<file path="config.mk">
export PLATFORM = sky130hd
export DESIGN_NAME = post_mod_agen
export DESIGN_NICKNAME = d
export VERILOG_FILES = /design/src/rtl/amg_pkg.sv /design/src/rtl/amg_step_decode.sv /design/src/rtl/amg_ptr_adder.sv /design/src/rtl/post_mod_agen.sv
export SDC_FILE = /design/constraint.sdc
export NUM_CORES = 1
export LEC_CHECK = 0
export ABC_AREA = 1
export BUFFER_PORTS_ARGS = -buffer_cell sky130_fd_sc_hd__buf_2
export CORE_ASPECT_RATIO = 0.75
export CORE_UTILIZATION = 40
export DETAILED_ROUTE_END_ITERATION = 8
export PLACE_DENSITY = 0.73
export SETUP_SLACK_MARGIN = 0.2
export SLEW_MARGIN = 20
export SYNTH_ARGS = -nofsm -noshare
export SYNTH_HDL_FRONTEND = slang
export SYNTH_HIERARCHICAL = 1
export SYNTH_SLANG_ARGS = --single-unit
export TNS_END_PERCENT = 5
</file>
<file path="constraint.sdc">
create_clock -name clk -period 3.4 [get_ports clk]
set_input_delay 0.51 -clock clk [delete_from_list [all_inputs] [get_ports clk]]
set_output_delay 0.51 -clock clk [all_outputs]
set_load 0.1 [all_outputs]
</file>
<file path="src/rtl/amg_pkg.sv">
package amg_pkg;
    localparam int unsigned PTR_W  = 16;
    localparam int unsigned CODE_W = 4;

    typedef enum logic [1:0] {
        STEP_HOLD = 2'd0,
        STEP_UP   = 2'd1,
        STEP_DOWN = 2'd2
    } step_dir_e;

    typedef struct packed {
        logic             valid;
        logic             wen;
        logic [PTR_W-1:0] addr;
        logic [PTR_W-1:0] nxt;
    } agen_out_t;
endpackage

</file>
<file path="src/rtl/amg_step_decode.sv">
module amg_step_decode
    import amg_pkg::*;
#(
    parameter int unsigned CW       = 4,
    parameter int unsigned MAX_STEP = 4,
    parameter int unsigned MAG_W    = 3
) (
    input  logic [CW-1:0]    code,
    output step_dir_e        dir,
    output logic [MAG_W-1:0] mag
);
    localparam int unsigned UP_LAST   = MAX_STEP - 1;
    localparam int unsigned DOWN_LAST = 2 * MAX_STEP - 1;

    always_comb begin
        dir = STEP_HOLD;
        mag = '0;
        if (32'(code) <= UP_LAST) begin
            dir = STEP_UP;
            mag = MAG_W'(32'(code) + 1);
        end else if (32'(code) <= DOWN_LAST) begin
            dir = STEP_DOWN;
            mag = MAG_W'(32'(code) - MAX_STEP + 1);
        end
    end

    // a stepping code always yields a nonzero magnitude within range
    always_comb begin
        if (dir != STEP_HOLD)
            a_r4_mag_range: assert (mag != '0 && 32'(mag) <= MAX_STEP);
    end
endmodule

</file>
<file path="src/rtl/amg_ptr_adder.sv">
module amg_ptr_adder
    import amg_pkg::*;
#(
    parameter int unsigned PW        = 16,
    parameter int unsigned MAG_W     = 3,
    parameter bit          TWOS_PATH = 1'b1
) (
    input  logic [PW-1:0]    ptr,
    input  step_dir_e        dir,
    input  logic [MAG_W-1:0] mag,
    output logic [PW-1:0]    nxt
);
    logic [PW-1:0] mag_ext;
    assign mag_ext = PW'(mag);

    generate
        if (TWOS_PATH) begin : g_twos
            logic [PW-1:0] addend;
            always_comb begin
                unique case (dir)
                    STEP_UP:   addend = mag_ext;
                    STEP_DOWN: addend = ~mag_ext + PW'(1);
                    default:   addend = '0;
                endcase
                nxt = ptr + addend;
            end
        end else begin : g_split
            always_comb begin
                unique case (dir)
                    STEP_UP:   nxt = ptr + mag_ext;
                    STEP_DOWN: nxt = ptr - mag_ext;
                    default:   nxt = ptr;
                endcase
            end
        end
    endgenerate
endmodule

</file>
<file path="src/rtl/post_mod_agen.sv">
module post_mod_agen
    import amg_pkg::*;
#(
    parameter int unsigned MAX_STEP = 4
) (
    input  logic              clk,
    input  logic              rst_n,
    input  logic              req_valid,
    input  logic [PTR_W-1:0]  ptr_in,
    input  logic [CODE_W-1:0] mod_code,
    output logic              out_valid,
    output logic [PTR_W-1:0]  addr_out,
    output logic [PTR_W-1:0]  wb_data,
    output logic              wb_en
);
    localparam int unsigned MAG_W = $clog2(MAX_STEP + 1);

    step_dir_e        dir_w;
    logic [MAG_W-1:0] mag_w;
    logic [PTR_W-1:0] nxt_w;
    agen_out_t        st_d, st_q;

    amg_step_decode #(
        .CW(CODE_W), .MAX_STEP(MAX_STEP), .MAG_W(MAG_W)
    ) u_dec (
        .code(mod_code), .dir(dir_w), .mag(mag_w)
    );

    amg_ptr_adder #(
        .PW(PTR_W), .MAG_W(MAG_W), .TWOS_PATH(1'b1)
    ) u_add (
        .ptr(ptr_in), .dir(dir_w), .mag(mag_w), .nxt(nxt_w)
    );

    always_comb begin
        st_d = '0;
        if (req_valid) begin
            st_d.valid = 1'b1;
            st_d.addr  = ptr_in;
            st_d.nxt   = nxt_w;
            st_d.wen   = (dir_w != STEP_HOLD);
        end
    end

    always_ff @(posedge clk) begin
        if (!rst_n) st_q <= '0;
        else        st_q <= st_d;
    end

    assign out_valid = st_q.valid;
    assign addr_out  = st_q.addr;
    assign wb_data   = st_q.nxt;
    assign wb_en     = st_q.wen;

    a_r2_valid_follows: assert property (@(posedge clk) disable iff (!rst_n)
        $past(rst_n) |-> (out_valid == $past(req_valid)));

    a_r3_addr_is_old_ptr: assert property (@(posedge clk) disable iff (!rst_n)
        ($past(rst_n) && $past(req_valid)) |-> (addr_out == $past(ptr_in)));

    a_r6_hold_keeps_ptr: assert property (@(posedge clk) disable iff (!rst_n)
        (out_valid && !wb_en) |-> (wb_data == addr_out));

    a_r7_step_distance: assert property (@(posedge clk) disable iff (!rst_n)
        wb_en |-> (((wb_data - addr_out) >= PTR_W'(1) && (wb_data - addr_out) <= PTR_W'(MAX_STEP)) ||
                   ((addr_out - wb_data) >= PTR_W'(1) && (addr_out - wb_data) <= PTR_W'(MAX_STEP))));

    a_r8_wen_needs_valid: assert property (@(posedge clk) disable iff (!rst_n)
        !out_valid |-> !wb_en);
endmodule

</file>
### Word level (Yosys, flattened, before mapping)

Index checks and enable logic that the tools add are counted.
W data, S select, Z words.

| word-level totals | value |
|---|---|
| input bits | 23 |
| output and inout port bits | 34 |
| register bits | 34 |
| word-level logic and storage cells | 22 |

| cells by class | value |
|---|---|
| equality and inequality tests | 2 |
| bitwise gates (word level) | 1 |
| multiplexer cells | 6 |
| reduce and logical (&&, ||, !) cells | 2 |
| add/subtract/negate cells | 5 |
| $lt $le $gt $ge | 2 |

Operators by type and width:

| kind | count |
|---|---|
| $mux W34 | 1 |
| $pmux W16 S2 | 1 |
| $add A16 B1 Y16 const B | 1 |
| $add A16 B16 Y16 | 1 |
| $not A3 Y16 | 1 |
| $add A3 B1 Y3 const B | 2 |
| $mux W3 | 2 |
| $le A4 B2 Y1 const B | 1 |
| $le A4 B3 Y1 const B | 1 |
| $mux W2 | 2 |
| $sub A3 B3 Y3 const B | 1 |
| $eq A2 B1 Y1 const B | 1 |
| $eq A2 B2 Y1 const B | 1 |
| $reduce_and A2 Y1 | 1 |
| $reduce_bool A2 Y1 | 1 |

### Longest topological paths before layout

Gate-level depths: netlist (run 1).

| depth | value |
|---|---|
| word-level depth | 9 |
| gate-level depth with buffers | 19 |
| depth with buffers taken out | 19 |

### By module

The synthesis (run 1) kept the hierarchy.

Modules (own cells, without submodules):

| module | area each (µm²) | seq. area each (µm²) | cells an instance | instances |
|---|---|---|---|---|
| amg_ptr_adder | 1076.0 | 0.0 | 204 | 1 |
| post_mod_agen | 972.2 | 680.7 | 105 | 1 |
| amg_step_decode | 42.5 | 0.0 | 9 | 1 |

### Worst setup path after synthesis (run 1)

Ideal clock, no wire load.

| path | value |
|---|---|
| path kind | input-to-reg |
| start | input mod_code[0] |
| end | register st_q, in the netlist wb_data[15] |
| path slack | 777 ps |
| stages on the path | 18 |
| data arrival time | 2506 ps |
| buffers on the path | 0 |
| library setup time | 117 ps |
| cells stage by stage | ha_1 > inv_1 > nor2_1 > inv_1 > ha_1 > ha_1 > nor2_1 > ha_1 > nand2_1 > inv_1 > a21oi_1 > nand2_2 > nand2_1 > nand2_1 > nand2_1 > nand2_1 > inv_1 > nor2_1 |

| on the way | value |
|---|---|
| word-level cells in the longest chain between the ends | 8 |

RTL lines:

| element | RTL line | RTL |
|---|---|---|
| start: declaration | post_mod_agen.sv:10 | `input logic [CODE_W-1:0] mod_code,` |
| $sub A3 B3 Y3 | amg_step_decode.sv:23 | `mag = MAG_W'(32'(code) - MAX_STEP + 1);` |
| $add A3 B1 Y3 | amg_step_decode.sv:23 |  |
| $mux W3 | amg_step_decode.sv:21 | `end else if (32'(code) <= DOWN_LAST) begin` |
| $mux W3 * | amg_step_decode.sv:18 | `if (32'(code) <= UP_LAST) begin` |
| net mag_w[1] | post_mod_agen.sv:19 | `logic [MAG_W-1:0] mag_w;` |
| $not A3 Y16 | amg_ptr_adder.sv:22 | `STEP_DOWN: addend = ~mag_ext + PW'(1);` |
| $add A16 B1 Y16 | amg_ptr_adder.sv:22 |  |
| $pmux W16 S2 * | amg_ptr_adder.sv:20 | `unique case (dir)` |
| $add A16 B16 Y16 * | amg_ptr_adder.sv:25 | `nxt = ptr + addend;` |
| net nxt_w[15] | post_mod_agen.sv:20 | `logic [PTR_W-1:0] nxt_w;` |
| end signal: assignment | post_mod_agen.sv:47 | `else st_q <= st_d;` |
| end: declaration | post_mod_agen.sv:21 | `agen_out_t st_d, st_q;` |

The timed path passes the listed nets; every way through them passes the cells marked *.
A chain may end at the register's enable or synchronous reset.

### Worst setup path after layout (run 1)

| path | value |
|---|---|
| start | input mod_code[0] |
| end | register st_q, in the netlist wb_data[11] |

Same word-level chain as after synthesis.

==> flow_metrics.tcl, run 1 <==
set metrics [dict create \
    status "complete, no violations" \
    slew_viol_final 0 \
    antenna_found_initial 0 \
    dr.pass1.iters 4 \
    numCtsBuffers 5 \
    initial_core_util 0.422 \
    vias 1916 \
    vdd.ir_drop.worst_mv 0.229 \
    syn_area_per_cell_um2 6.57 \
    cp_data_arrival_time_ps 3050 \
    rsz0062_at_grt "no" \
    post-cts-setup-buffer-count 0 \
    power.static_leakage_nw 1.61 \
    synthArstFlopShare 0 \
    drtAntennaViolNets 0 \
    cts_hold_buf 0 \
    grt_pass1_wl_um 7600 \
    yosysUniqueCellTypes 22 \
    viasPerCell 4.36 \
    path_clk_slew_ps 70 \
    synthToLayoutAreaGrowth_pct 19.7 \
    htreeDepth 2 \
    drc_errors 0 \
    wire_per_inst_um 10.2 \
    drt_iter0_drc 76 \
    fin_area_um2 2500 \
    drive_gt1_frac 0.214 \
    port_buffers 56 \
    dieHeight_um 64.6 \
    hold_path_class "in2reg" \
    final_util 0.505 \
    required_ps 3560 \
    powerDensity_nw_per_um2 424 \
    drt_wl_total_um 4460 \
    core_um2 4950 \
    cp-start-kind "input port" \
    track_usage 0.177 \
    synth_cells 318 \
    io_pins 57 \
    maxSlewHeadroom 0.562 \
    fin_tns_setup_ps 0 \
    setup_viol 0 \
    worstMarginPinSlew_ps 654 \
    die_w_um 85.5 \
    grt_max_degree 35 \
    placed_area_um2 2410 \
    synth_ff_type "dfxtp_1" \
    fin_crit_ps 2890 \
    hold_viol 0 \
    path_max_fanout 6 \
    yosys_warnings 6 \
    crit_start "mod_code[0]" \
    hpwlAfterDp_um 3390 \
    cts-resized-gates 0 \
    clock-sinks 34 \
    netlist_area_um2 2090 \
    cts_tree "built" \
    grt_overflow 0 \
    clock_path_buffers 2 \
    critPathKind "in2reg" \
    critPathCaptureType "flop" \
    max_clock_freq_ghz 0.346 \
    synth_seq_cells 34 \
    nets 422 \
    die_area_um2 5520 \
    min_period_over_period 0.851 \
    row_count 22 \
    syn-num-nets 362 \
    grt_pass1_vias 1818 \
    root_buffer "clkbuf_8" \
    synth_edf_count 0 \
    n_antenna_cell 0 \
    crit_path_end "wb_data[11]" \
    gp_congestion 0.926 \
    ys_seq_area_frac 0.326 \
    drv_cap 0 \
]
-- state kept, by name, indices dropped and copies added (netlist names) --
signal	count
wb_en	1
wb_data	16
out_valid	1
addr_out	16
-- cell usage in the layout, fill, tap and decap left out, types with 3 or more instances in the layout --
cell	n
a21oi_1	6
buf_2	56
clkbuf_8	6
dfxtp_1	34
ha_1	20
inv_1	79
inv_2	3
nand2_1	81
nand2_2	9
nand3_1	11
nor2_1	50
nor3_2	3
xor2_1	6
-- kinds of logic (layout without fill, tap and decap cells) --
| family | Yosys count | count (layout) | synth area share |
|---|---|---|---|
| buffers and inverters | 85 | 146 | 0.163 |
| xor gates and xnor gates | 7 | 7 | 0.0293 |
| AOI/OAI and AO/OA | 8 | 8 | 0.0192 |
| DFF | 34 | 34 | 0.326 |
| adders and majority gates | 21 | 21 | 0.129 |
| and+or+nand+nor | 163 | 163 | 0.333 |
-- worst min path at each step --
stage | end | slack (ps) | cells past startpoint | start
floorplan | addr_out[0] | 620 | 2 | ptr_in[0]
global route | addr_out[7] | 440 | 3 | ptr_in[7]
CTS | addr_out[0] | 440 | 3 | ptr_in[0]
global placement | addr_out[9] | 750 | 3 | ptr_in[9]
finish | addr_out[0] | 440 | 3 | ptr_in[0]
detailed placement | addr_out[9] | 750 | 3 | ptr_in[9]
-- Yosys cell counts (2+ instances only) --
cell	count	area share
nand2_1	81	0.15
inv_1	79	0.14
nor2_1	50	0.090
dfxtp_1	34	0.33
ha_1	20	0.12
nand3_1	11	0.026
nand2_2	9	0.027
a21oi_1	6	0.014
xor2_1	6	0.025
buf_6	3	0.016
inv_2	3	0.0054
nor3_2	3	0.014
nand3b_1	2	0.0072
o21ai_0	2	0.0048
or2_1	2	0.0060
-- critical path: stages --
cell     delay [ps]
buf_2           110
ha_1            270
inv_1            30
nor2_1           80
inv_1            80
ha_1            180
ha_1            170
nor2_1          450
ha_1            380
nand2_1         110
inv_1            60
a21oi_1         170
nand2_2         100
nand2_1         100
nand2_1          70
nand2_1          60
nand2_1          50
inv_1            40
nor2_1           30
-- metrics by stage --
stage | power, W | hold WS (ps) | instances | setup slack (ps)
after global placement | 0.000753 | 747 | 431 | 277
after global routing | 0.00112 | 443 | 439 | 264
after floorplan | 0.000699 | 622 | 318 | 777
after CTS | 0.00107 | 438 | 439 | 453
after detailed placement | 0.000758 | 747 | 431 | 170
final | 0.00106 | 445 | 439 | 508
-- per-layer routing --
layer  up-vias  routed length (um)  GRT usage
met1       813                2200      0.217
met4         0                 102     0.0708
li1       1045                   -          -
met2        46                1970      0.299
met3        12                 197     0.0420
met5         -                   0          0
-- report_power, final --
group,leakage (nW),internal (W),switching (W)
Combinational,1.28,0.0000743,0.000253
Sequential,0.279,0.000418,0.00000430
Clock,0.0482,0.000163,0.000148
-- final cells by class --
cell class / count / area [um2]
fillers: 526 / 2450
multi-input cells: 199 / 1070
flip-flops and latches: 34 / 681
inverters: 82 / 308
repair buffers: 56 / 280
clock buffers: 7 / 86.3
well taps: 60 / 75.1
clock inverters: 1 / 5.00
No activity file was read; power rests on OpenSTA's default activity.
==> inputs of run 2 (changes only) <==
--- a/config.mk
+++ b/config.mk
@@ -8,11 +8,12 @@
 export ABC_AREA = 1
 export BUFFER_PORTS_ARGS = -buffer_cell sky130_fd_sc_hd__buf_2
 export CORE_ASPECT_RATIO = 0.75
+export CORE_MARGIN = 3
 export CORE_UTILIZATION = 40
 export DETAILED_ROUTE_END_ITERATION = 8
 export PLACE_DENSITY = 0.73
 export SETUP_SLACK_MARGIN = 0.2
-export SLEW_MARGIN = 20
+export SLEW_MARGIN = 40
 export SYNTH_ARGS = -nofsm -noshare
 export SYNTH_HDL_FRONTEND = slang
 export SYNTH_HIERARCHICAL = 1
==> run 2 against run 1 <==
Effect of this change:
- global-route usage is 2.0 points lower
- utilization fell by 0.28 points
- non-clock buffer count did not move
- routed wire length down 3.8%
- sequential share of layout area did not move
- critical path depth unchanged
- hold slack got worse by 4.1 ps
- sequential power hardly changed
==> flow_metrics.tcl, run 2 (same netlist as run 1, synthesis figures left out) <==
set metrics [dict create \
    pwr-share-seq 0.410 \
    setup_viol 0 \
    vias 1891 \
    power.static_leakage_nw 1.60 \
    drt_iter0_drc 84 \
    path_max_fanout 6 \
    critPathCaptureType "flop" \
    powerDensity_nw_per_um2 411 \
    sw_frac_of_total 0.385 \
    post-cts-setup-buffer-count 0 \
    worstMarginPinSlew_ps 619 \
    slew_viol_final 0 \
    fin_crit_ps 2890 \
    row_count 22 \
    cp_slowest_stage_delay_ps 430 \
    nets 422 \
    cp-start-kind "input port" \
    viasPerCell 4.20 \
    n_antenna_cell 0 \
    path_clk_slew_ps 70 \
    power_switching_w 0.000397 \
    min_period_over_period 0.850 \
    hpwlAfterDp_um 3330 \
    cts_hold_buf 0 \
    max_clock_freq_ghz 0.346 \
    initial_core_util 0.420 \
    die_w_um 89.5 \
    clock_path_buffers 2 \
    dieHeight_um 68.6 \
    maxSlewHeadroom 0.586 \
    grt_pass1_wl_um 7330 \
    fill_cells 510 \
    rsz0062_at_grt "no" \
    hold_ws_ps 441 \
    cts-resized-gates 0 \
    layout_commonest_cell "nand2_1" \
    pwr-share-comb 0.317 \
    grt_max_degree 35 \
    grt_pass1_vias 1737 \
    path_cells "buf_2, ha_1, inv_1, nor2_1, inv_1, ha_1, ha_1, nor2_1, ha_1, nand2_1, inv_1, a21oi_1, nand2_2, nand2_1, nand2_1, nand2_1, nand2_1, inv_1, nor2_1" \
    cts_tree "built" \
    drive_gt1_frac 0.209 \
    crit_top_cell "nand2_1" \
    drc_errors 0 \
    critPathKind "in2reg" \
    drtAntennaViolNets 0 \
    p_clk_frac 0.273 \
    antenna_found_initial 0 \
    hold_path_class "in2reg" \
    synthToLayoutAreaGrowth_pct 19.7 \
    drv_cap 0 \
    cp_data_arrival_time_ps 3040 \
    crit_slowest_cell "nor2_1" \
    fin_tns_setup_ps 0 \
    io_pins 57 \
    numCtsBuffers 5 \
    wire_per_inst_um 9.54 \
    drt_wl_total_um 4290 \
    root_buffer "clkbuf_8" \
    status "complete, no violations" \
    gp_congestion 0.874 \
    vdd.ir_drop.worst_mv 0.193 \
    dr.pass1.iters 4 \
    core_um2 4980 \
    required_ps 3550 \
    clock-sinks 34 \
    p_int_w 0.000633 \
    die_area_um2 6140 \
    grt_overflow 0 \
    hold_viol 0 \
    port_buffers 56 \
    htreeDepth 2 \
    track_usage 0.157 \
    layout_common_cells "81 x nand2_1, 79 x inv_1, 56 x buf_2" \
]
## run 2: layout make-up
cell class	count	area, um2	area share
clock buffer	7	76.3	0.0305
multi-input combinational	199	1070	0.427
timing repair buffer	56	280	0.112
sequential	34	681	0.272
inverter	82	308	0.123
tap	72	90.1	0.0360
## run 2: stage by stage
stage / total power [W] / worst slack [ps] / instances / area [um2] / util
2_1_floorplan: 0.000699 / 777 / 318 / 2090 / -
3_3_place_gp: 0.000755 / 253 / 443 / 2430 / 0.487
3_5_place_dp: 0.000757 / 212 / 443 / 2430 / 0.487
4_1_cts: 0.00104 / 513 / 450 / 2500 / 0.503
5_1_grt: 0.00109 / 228 / 450 / 2500 / 0.503
6_report: 0.00103 / 510 / 450 / 2500 / 0.503
## run 2: critical path: cells and delay by family
family,cells,cell delay (ps)
AO/OA/AOI/OAI,1,180
adder cells (fa/ha/maj),4,1000
buffers and inverters,5,320
AND/OR/NAND/NOR,9,1020
## run 2: final timing paths
| path | startpoint | endpoint | slack [ps] | cells after the start |
|---|---|---|---|---|
| max | mod_code[0] | wb_data[11] | 510 | 19 |
| min | ptr_in[0] | addr_out[0] | 440 | 3 |
## run 2: power groups by stage
stage               clock network [W]  registers (W)  logic, W
floorplan                           0       0.000575  0.000125
global placement                    0       0.000430  0.000324
detailed placement                  0       0.000431  0.000326
CTS                          0.000293       0.000422  0.000328
global route                 0.000309       0.000423  0.000357
finish                       0.000281       0.000422  0.000327
## run 2: metal layers
| metal | global-route usage | up-vias | wire, um |
|---|---|---|---|
| met5 | 0 | - | 0 |
| met4 | 0.0651 | 0 | 54 |
| met3 | 0.0487 | 6 | 368 |
| met2 | 0.236 | 55 | 1770 |
| met1 | 0.208 | 789 | 2100 |
| li1 | - | 1041 | - |
